$ cat config.mk
export PLATFORM = sky130hd
export DESIGN_NAME = cmd_packet_framer
export DESIGN_NICKNAME = d
export VERILOG_FILES = /design/src/rtl/gpkt_pkg.sv /design/src/rtl/gpkt_head_dec.sv /design/src/rtl/gpkt_seq.sv /design/src/rtl/gpkt_state.sv /design/src/rtl/cmd_packet_framer.sv
export SDC_FILE = /design/constraint.sdc
export NUM_CORES = 1
export LEC_CHECK = 0
export BUFFER_PORTS_ARGS = -buffer_cell sky130_fd_sc_hd__buf_4
export CAP_MARGIN = 20
export CORE_ASPECT_RATIO = 0.9
export CORE_MARGIN = 1
export CORE_UTILIZATION = 50
export CTS_BUF_LIST = sky130_fd_sc_hd__clkbuf_2 sky130_fd_sc_hd__clkbuf_4 sky130_fd_sc_hd__clkbuf_8
export CTS_CLUSTER_SIZE = 10
export DETAILED_ROUTE_END_ITERATION = 16
export PLACE_DENSITY = 0.67
export SLEW_MARGIN = 0
export SYNTH_ARGS = -nofsm -noshare
export SYNTH_HDL_FRONTEND = slang
export SYNTH_SLANG_ARGS = --single-unit
$ cat constraint.sdc
create_clock -name clk -period 15.9 [get_ports clk]
set_clock_uncertainty 0.05 [all_clocks]
set_input_delay 3.18 -clock clk [delete_from_list [all_inputs] [get_ports clk]]
set_output_delay 3.18 -clock clk [all_outputs]
set_load 0.005 [all_outputs]
$ cat src/rtl/gpkt_pkg.sv
package gpkt_pkg;

    typedef enum logic [1:0] {
        PK_SINGLE = 2'd0,
        PK_FIXED  = 2'd1,
        PK_CHAIN  = 2'd2,
        PK_UPLOAD = 2'd3
    } pk_kind_e;

    typedef struct packed {
        pk_kind_e    kind;
        logic [3:0]  len;        // fixed length; floor for uploads
        logic        pair_step;  // chain terminator only at even index
        logic        strobe;     // completion goes downstream
        logic [7:0]  op;
    } pk_hdr_t;

    localparam logic [31:0] CHAIN_END   = 32'h5555_5555;
    localparam logic [7:0]  OP_FILL     = 8'h02;
    localparam logic [7:0]  OP_UPLOAD   = 8'hA0;
    localparam logic [7:0]  OP_READBACK = 8'hC0;
    localparam logic [7:0]  OP_MODE     = 8'hE1;
    localparam logic [7:0]  OP_WINDOW   = 8'hE2;
    localparam logic [7:0]  OP_CLIP_TL  = 8'hE3;
    localparam logic [7:0]  OP_CLIP_BR  = 8'hE4;
    localparam logic [7:0]  OP_ORIGIN   = 8'hE5;
    localparam logic [7:0]  OP_MASK     = 8'hE6;
    localparam int unsigned UPLOAD_SIZE_IDX = 2;

    // Length class from the leading opcode byte alone.
    function automatic pk_hdr_t decode_head(input logic [7:0] op);
        pk_hdr_t    h;
        logic [3:0] per_v;
        h.op        = op;
        h.kind      = PK_SINGLE;
        h.len       = 4'd1;
        h.pair_step = 1'b0;
        h.strobe    = 1'b0;
        per_v       = 4'd0;
        case (op[7:5])
            3'b001: begin
                per_v    = 4'd1 + {3'b000, op[2]} + {3'b000, op[4]};
                h.len    = per_v * (op[3] ? 4'd4 : 4'd3) + {3'b000, ~op[4]};
                h.kind   = PK_FIXED;
                h.strobe = 1'b1;
            end
            3'b010: begin
                h.strobe = 1'b1;
                if (op[3]) begin
                    h.kind      = PK_CHAIN;
                    h.pair_step = op[4];
                    h.len       = 4'd0;
                end else begin
                    per_v  = 4'd1 + {3'b000, op[4]};
                    h.len  = (per_v << 1) + {3'b000, ~op[4]};
                    h.kind = PK_FIXED;
                end
            end
            3'b011: begin
                h.len    = 4'd2 + {3'b000, op[2]} + {3'b000, (op[4:3] == 2'b00)};
                h.kind   = PK_FIXED;
                h.strobe = 1'b1;
            end
            default: begin
                if (op == OP_FILL || op == OP_READBACK) begin
                    h.kind   = PK_FIXED;
                    h.len    = 4'd3;
                    h.strobe = 1'b1;
                end else if (op == OP_UPLOAD) begin
                    h.kind   = PK_UPLOAD;
                    h.len    = 4'd3;
                    h.strobe = 1'b1;
                end
            end
        endcase
        return h;
    endfunction

    // Total upload length from the size word: 3 + ceil(w*h/2).
    function automatic logic [32:0] upload_words(input logic [31:0] size_w);
        logic [31:0] px;
        px = {16'd0, size_w[15:0]} * {16'd0, size_w[31:16]};
        return (({1'b0, px} + 33'd1) >> 1) + 33'd3;
    endfunction

endpackage

$ cat src/rtl/gpkt_head_dec.sv
module gpkt_head_dec
    import gpkt_pkg::*;
(
    input  logic [7:0] op_i,
    output pk_hdr_t    hdr_o
);
    always_comb hdr_o = decode_head(op_i);
endmodule

$ cat src/rtl/gpkt_seq.sv
module gpkt_seq
    import gpkt_pkg::*;
#(
    parameter int unsigned CNT_W = 32
) (
    input  logic             clk,
    input  logic             rst,
    input  logic             clear_i,
    input  logic             wr_valid,
    input  logic [31:0]      wr_data,
    input  pk_hdr_t          head_i,
    output logic             first_o,
    output logic             done_o,
    output logic [7:0]       done_op,
    output logic [CNT_W-1:0] done_len
);
    localparam logic [CNT_W-1:0] SIZE_IDX = CNT_W'(UPLOAD_SIZE_IDX);

    logic [CNT_W-1:0] idx_q, tgt_q, tgt_now, next_idx;
    pk_hdr_t          hdr_q, hdr_now;
    logic             acc, at_head, finish;
    logic             done_q;
    logic [7:0]       op_q;
    logic [CNT_W-1:0] len_q;

    assign acc      = wr_valid && !clear_i;
    assign at_head  = (idx_q == '0);
    assign hdr_now  = at_head ? head_i : hdr_q;
    assign next_idx = idx_q + 1'b1;
    assign first_o  = acc && at_head;

    always_comb begin
        if (at_head)
            tgt_now = CNT_W'(head_i.len);
        else if (hdr_q.kind == PK_UPLOAD && idx_q == SIZE_IDX)
            tgt_now = CNT_W'(upload_words(wr_data));
        else
            tgt_now = tgt_q;
    end

    always_comb begin
        case (hdr_now.kind)
            PK_SINGLE: finish = 1'b1;
            PK_CHAIN:  finish = !at_head && (wr_data == CHAIN_END) &&
                                (!hdr_now.pair_step || !idx_q[0]);
            default:   finish = (next_idx == tgt_now);
        endcase
    end

    always_ff @(posedge clk) begin
        if (rst) begin
            idx_q  <= '0;
            tgt_q  <= '0;
            hdr_q  <= '0;
            done_q <= 1'b0;
            op_q   <= '0;
            len_q  <= '0;
        end else begin
            done_q <= acc && finish && hdr_now.strobe;
            if (acc && finish && hdr_now.strobe) begin
                op_q  <= hdr_now.op;
                len_q <= next_idx;
            end
            if (clear_i) begin
                idx_q <= '0;
            end else if (acc) begin
                if (finish) begin
                    idx_q <= '0;
                end else begin
                    idx_q <= next_idx;
                    tgt_q <= tgt_now;
                    if (at_head) hdr_q <= head_i;
                end
            end
        end
    end

    assign done_o   = done_q;
    assign done_op  = op_q;
    assign done_len = len_q;

    // a strobe only ever follows an accepted word
    p_done_after_word_r8: assert property (@(posedge clk) disable iff (rst)
        done_q |-> $past(acc));
    // clear rewinds the counter
    p_clear_rewinds_r14: assert property (@(posedge clk) disable iff (rst)
        clear_i |=> (idx_q == '0));
    // no word, no movement
    p_idle_holds_r14: assert property (@(posedge clk) disable iff (rst)
        (!wr_valid && !clear_i) |=> ($stable(idx_q) && !done_q));
    // single-word commands stay silent and leave the counter at zero
    p_single_silent_r1: assert property (@(posedge clk) disable iff (rst)
        (acc && at_head && head_i.kind == PK_SINGLE) |=> (!done_q && idx_q == '0));
    // an upload is never shorter than its header
    p_upload_floor_r7: assert property (@(posedge clk) disable iff (rst)
        (done_q && done_op == OP_UPLOAD) |-> (done_len >= CNT_W'(3)));
    // a chain completes only on its terminator word
    p_chain_on_end_r4: assert property (@(posedge clk) disable iff (rst)
        (done_q && hdr_q.kind == PK_CHAIN) |-> ($past(wr_data) == CHAIN_END));

endmodule

$ cat src/rtl/gpkt_state.sv
module gpkt_state
    import gpkt_pkg::*;
#(
    parameter int unsigned OFS_W = 16
) (
    input  logic             clk,
    input  logic             rst,
    input  logic             apply_i,
    input  logic [31:0]      word_i,
    output logic [13:0]      draw_mode,
    output logic [1:0]       mask_ctl,
    output logic [4:0]       win_mask_x,
    output logic [4:0]       win_mask_y,
    output logic [4:0]       win_off_x,
    output logic [4:0]       win_off_y,
    output logic [9:0]       clip_x0,
    output logic [8:0]       clip_y0,
    output logic [9:0]       clip_x1,
    output logic [8:0]       clip_y1,
    output logic [OFS_W-1:0] org_x,
    output logic [OFS_W-1:0] org_y
);
    localparam int unsigned SGN_W = 11;
    localparam int unsigned EXT_W = OFS_W - SGN_W;

    logic [7:0] op;
    logic       unused_bits;
    assign op          = word_i[31:24];
    assign unused_bits = ^word_i[23:22];

    always_ff @(posedge clk) begin
        if (rst) begin
            draw_mode  <= '0;
            mask_ctl   <= '0;
            win_mask_x <= '0;
            win_mask_y <= '0;
            win_off_x  <= '0;
            win_off_y  <= '0;
            clip_x0    <= '0;
            clip_y0    <= '0;
            clip_x1    <= '0;
            clip_y1    <= '0;
            org_x      <= '0;
            org_y      <= '0;
        end else if (apply_i) begin
            case (op)
                OP_MODE:   draw_mode <= word_i[13:0];
                OP_MASK:   mask_ctl  <= word_i[1:0];
                OP_WINDOW: begin
                    win_mask_x <= word_i[4:0];
                    win_mask_y <= word_i[9:5];
                    win_off_x  <= word_i[14:10];
                    win_off_y  <= word_i[19:15];
                end
                OP_CLIP_TL: begin
                    clip_x0 <= word_i[9:0];
                    clip_y0 <= word_i[18:10];
                end
                OP_CLIP_BR: begin
                    clip_x1 <= word_i[9:0];
                    clip_y1 <= word_i[18:10];
                end
                OP_ORIGIN: begin
                    org_x <= {{EXT_W{word_i[10]}}, word_i[10:0]};
                    org_y <= {{EXT_W{word_i[21]}}, word_i[21:11]};
                end
                default: ;
            endcase
        end
    end

    // registers move only when a leading word is applied
    p_quiet_hold_r13: assert property (@(posedge clk) disable iff (rst)
        !apply_i |=> ($stable(draw_mode) && $stable(mask_ctl) && $stable(win_mask_x) &&
                      $stable(win_mask_y) && $stable(win_off_x) && $stable(win_off_y) &&
                      $stable(clip_x0) && $stable(clip_y0) && $stable(clip_x1) &&
                      $stable(clip_y1) && $stable(org_x) && $stable(org_y)));
    // origin upper bits are always a copy of the sign
    p_origin_sign_r12: assert property (@(posedge clk) disable iff (rst)
        (($countones(org_x[OFS_W-1:SGN_W-1]) == 0 || $countones(org_x[OFS_W-1:SGN_W-1]) == EXT_W + 1) &&
         ($countones(org_y[OFS_W-1:SGN_W-1]) == 0 || $countones(org_y[OFS_W-1:SGN_W-1]) == EXT_W + 1)));

endmodule

$ cat src/rtl/cmd_packet_framer.sv
module cmd_packet_framer
    import gpkt_pkg::*;
#(
    parameter int unsigned CNT_W = 32,
    parameter int unsigned OFS_W = 16
) (
    input  logic             clk,
    input  logic             rst,
    input  logic             clear_i,
    input  logic             wr_valid,
    input  logic [31:0]      wr_data,
    output logic             done_o,
    output logic [7:0]       done_op,
    output logic [CNT_W-1:0] done_len,
    output logic [13:0]      draw_mode,
    output logic [1:0]       mask_ctl,
    output logic [4:0]       win_mask_x,
    output logic [4:0]       win_mask_y,
    output logic [4:0]       win_off_x,
    output logic [4:0]       win_off_y,
    output logic [9:0]       clip_x0,
    output logic [8:0]       clip_y0,
    output logic [9:0]       clip_x1,
    output logic [8:0]       clip_y1,
    output logic [OFS_W-1:0] org_x,
    output logic [OFS_W-1:0] org_y
);
    pk_hdr_t head;
    logic    first;

    gpkt_head_dec u_dec (
        .op_i  (wr_data[31:24]),
        .hdr_o (head)
    );

    gpkt_seq #(.CNT_W(CNT_W)) u_seq (
        .clk      (clk),
        .rst      (rst),
        .clear_i  (clear_i),
        .wr_valid (wr_valid),
        .wr_data  (wr_data),
        .head_i   (head),
        .first_o  (first),
        .done_o   (done_o),
        .done_op  (done_op),
        .done_len (done_len)
    );

    gpkt_state #(.OFS_W(OFS_W)) u_state (
        .clk        (clk),
        .rst        (rst),
        .apply_i    (first),
        .word_i     (wr_data),
        .draw_mode  (draw_mode),
        .mask_ctl   (mask_ctl),
        .win_mask_x (win_mask_x),
        .win_mask_y (win_mask_y),
        .win_off_x  (win_off_x),
        .win_off_y  (win_off_y),
        .clip_x0    (clip_x0),
        .clip_y0    (clip_y0),
        .clip_x1    (clip_x1),
        .clip_y1    (clip_y1),
        .org_x      (org_x),
        .org_y      (org_y)
    );
endmodule

==> qor.txt <==
Status: completed
Yosys warnings: 0
Clk_lat worst skew: 0.59 ns
Met2 usage in global routing: 0.469
Starting Density: 0.510
Multi-input logic area: 14300 um2
GRT Residual Overflow: 0
# DRC: 0
Relative slew slack: 0.324
GRT busiest layer: met2
Met3 usage: 0.0508
Initial antenna violation count: 1
TritonCTS Sinks: 213
Core area: 39700 um2
Most frequent cells after synthesis: nand2_1 (456), inv_1 (249), dfxtp_1 (213)
Synth top area share: 0.210
Area growth, synth to finish: 10.7%
Synth Register Bits: 213
Crit-path max FO: 53
Fmax: 0.0806 GHz
First-pass GRT wire length: 99100 um
1st-pass router iterations: 5
Synthesized area per cell: 8.12 um2
GRT met1 Usage: 0.438
Worst-Margin Slew: 1.01 ns
EDFF count, synth: 0
Startpoint types: input port
Max cap viols: 0
Layout cells sized above 1: 0.117
Die H: 193 um
# resized after CTS: 0
Reg-to-Reg Start: u_seq.idx_q[0]$_SDFFE_PP0P_
Register area: 4260 um2
WS Path Type: in2reg
Synth area leaders: dfxtp_1 (21%), fa_1 (19%), nand2_1 (8.4%), ha_1 (7.5%), inv_1 (4.6%)
Starting DRT DRC Count: 1740
Placed Area: 21700 um2
Site Rows: 69
Fraction of registers with async set/reset: 0
Library cells used by synthesis: 88
Final ANT Viol Nets: 0
Post-Syn Area: 20300 um2
Post-layout min period: 12.41 ns
Syn Inst Count: 2497
Diode count: 0
Clock Pin Slew Worst Setup and Hold Paths: 0.06 ns
Cell area after layout: 22400 um2
Final Hold Fails: 0
Post-CTS Hold Buffers: 0
Ratio of final minimum period to clock period: 0.780
GR Util All Layers: 0.303
Largest net degree at the start of global routing: 96
FILL cells: 3687
Hold wc startpoint: u_state.win_off_x[4]$_SDFFE_PP0P_
Arr. time, crit path: 12.82 ns
Num CTS Buffers: 37
GP Congestion: 0.961
Hold Path Class: reg2reg
Launch point of the worst path: wr_data[27]
Setup crit end kind: flop
Endpoints failing setup: 0
DP HPWL: 46600 um
Primary FF master, synth: dfxtp_1
RSZ-0062 raised after global routing: false
Clock buffer depth: 3
Htree depth: 2
Via count: 18300
FF-to-FF path depth: 17
Post-Syn Nets: 2849
Top-count cell post-synth: nand2_1
Nets: 2914
Chip Width: 214 um
Seq/Total Area, Yosys: 0.210
Vias in the first global route: 17500
TritonCTS clock tree: built
Final wirelength: 62100 um
IO Pins: 183
Vias/cell: 5.89
WP data required: 16.31 ns
Final setup TNS: 0 ns
Root Buffer: clkbuf_8
Die ar.: 41300 um2
Max Slew Vio Count: 0
Routed WL per cell: 19.9 um
Port Buffers: 182
Synth area leader: dfxtp_1
Hold depth: 2
Post-CTS setup buffers: 0
[metrics by stage]
step / setup slack (ns) / instances / utilization / hold WS [ns]
floorplan: 4.24 / 2497 / - / 0.383
global placement: 3.02 / 3054 / 0.546 / 0.387
detailed placement: 3.07 / 3054 / 0.546 / 0.395
CTS: 3.63 / 3115 / 0.565 / 0.402
global route: 3.13 / 3116 / 0.565 / 0.415
finish: 3.49 / 3116 / 0.565 / 0.401
[worst max-delay path, cell delays in order]
cell and delay (ns):
buf_4 0.32, nand2_1 0.14, fa_1 0.53, inv_1 0.05, fa_1 0.47, fa_1 0.53, fa_1 0.52, fa_1 0.60
inv_1 0.08, fa_1 0.55, inv_1 0.05, ha_1 0.45, a21oi_1 0.17, o21ai_0 0.49, mux2_2 0.39, a21o_1 0.15
a211oi_1 0.63, and2_1 0.33, nand4b_4 0.19, or4_1 0.59, a31oi_1 0.29, mux2i_1 0.11, nor2_1 0.36, and3_2 0.25
buf_4 0.48, nor2_2 0.26, buf_4 0.28, a32o_1 0.28
[cells in the final DEF, fill, tap and decap left out, types with 26 or more instances in the layout]
cell      netlist  routed
fa_1          195     195
xnor2_1        59      59
nand3_1        59      59
nor4_1         27      26
and2_1        135     135
xor2_1         29      29
nor2_1         73      73
a21oi_1       180     180
clkbuf_8        0      43
dfxtp_1       213     213
nor3_1         36      34
inv_1         249     249
o211ai_1       41      41
nand2_1       456     456
nand4_1        39      39
buf_4          21     198
o211a_1        26      26
ha_1          121     121
o21ai_0        66      66
[cells by family (layout without fill, tap and decap cells)]
kind of cell | count (synthesis) | in the layout | share of synthesized area
compound gates | 493 | 493 | 0.163
xor+xnor | 88 | 88 | 0.0380
fa+ha+maj | 316 | 316 | 0.267
buf+inv | 422 | 509 | 0.0841
flops | 213 | 213 | 0.210
mux | 18 | 18 | 0.00944
simple gates | 947 | 947 | 0.228
[flip-flops by register name, summed over array words and instances (netlist names)]
signal              flops
u_state.clip_y0         9
u_state.clip_y1         9
u_state.draw_mode      14
u_state.win_off_x       5
u_seq.hdr_q            12
u_state.clip_x1        10
u_seq.done_len         32
u_state.org_y          11
u_state.win_mask_x      5
u_state.win_off_y       5
u_seq.done_o            1
u_seq.idx_q            32
u_seq.done_op           8
u_state.clip_x0        10
u_state.mask_ctl        2
u_state.win_mask_y      5
u_seq.tgt_q            32
u_state.org_x          11
[layout make-up]
type / instances / area share
Clock buffer: 56 / 0.0307
Clock inverter: 5 / 0.00190
Inverter: 249 / 0.0417
Multi-Input combinational cell: 1862 / 0.639
Sequential cell: 213 / 0.190
Tap cell: 532 / 0.0297
Timing Repair Buffer: 199 / 0.0667
[path summary, 6_finish.rpt]
path / end / slack (ns)
max: u_seq.tgt_q[18]$_SDFFE_PP0P_ / 3.49
min: u_state.win_off_x[4]$_SDFFE_PP0P_ / 0.40
max reg2reg: u_seq.tgt_q[18]$_SDFFE_PP0P_ / 9.98
min reg2reg: u_state.win_off_x[4]$_SDFFE_PP0P_ / 0.40
[routing by layer]
metal  vias to the layer above  share of wire
met2                       828           0.44
met5                         -        0.00021
met3                        98          0.085
li1                       8473              -
met4                         2          0.021
met1                      8939           0.46
Power is not shown: default switching activity piles up to over one toggle a cycle in this logic, so the estimate is an artifact.
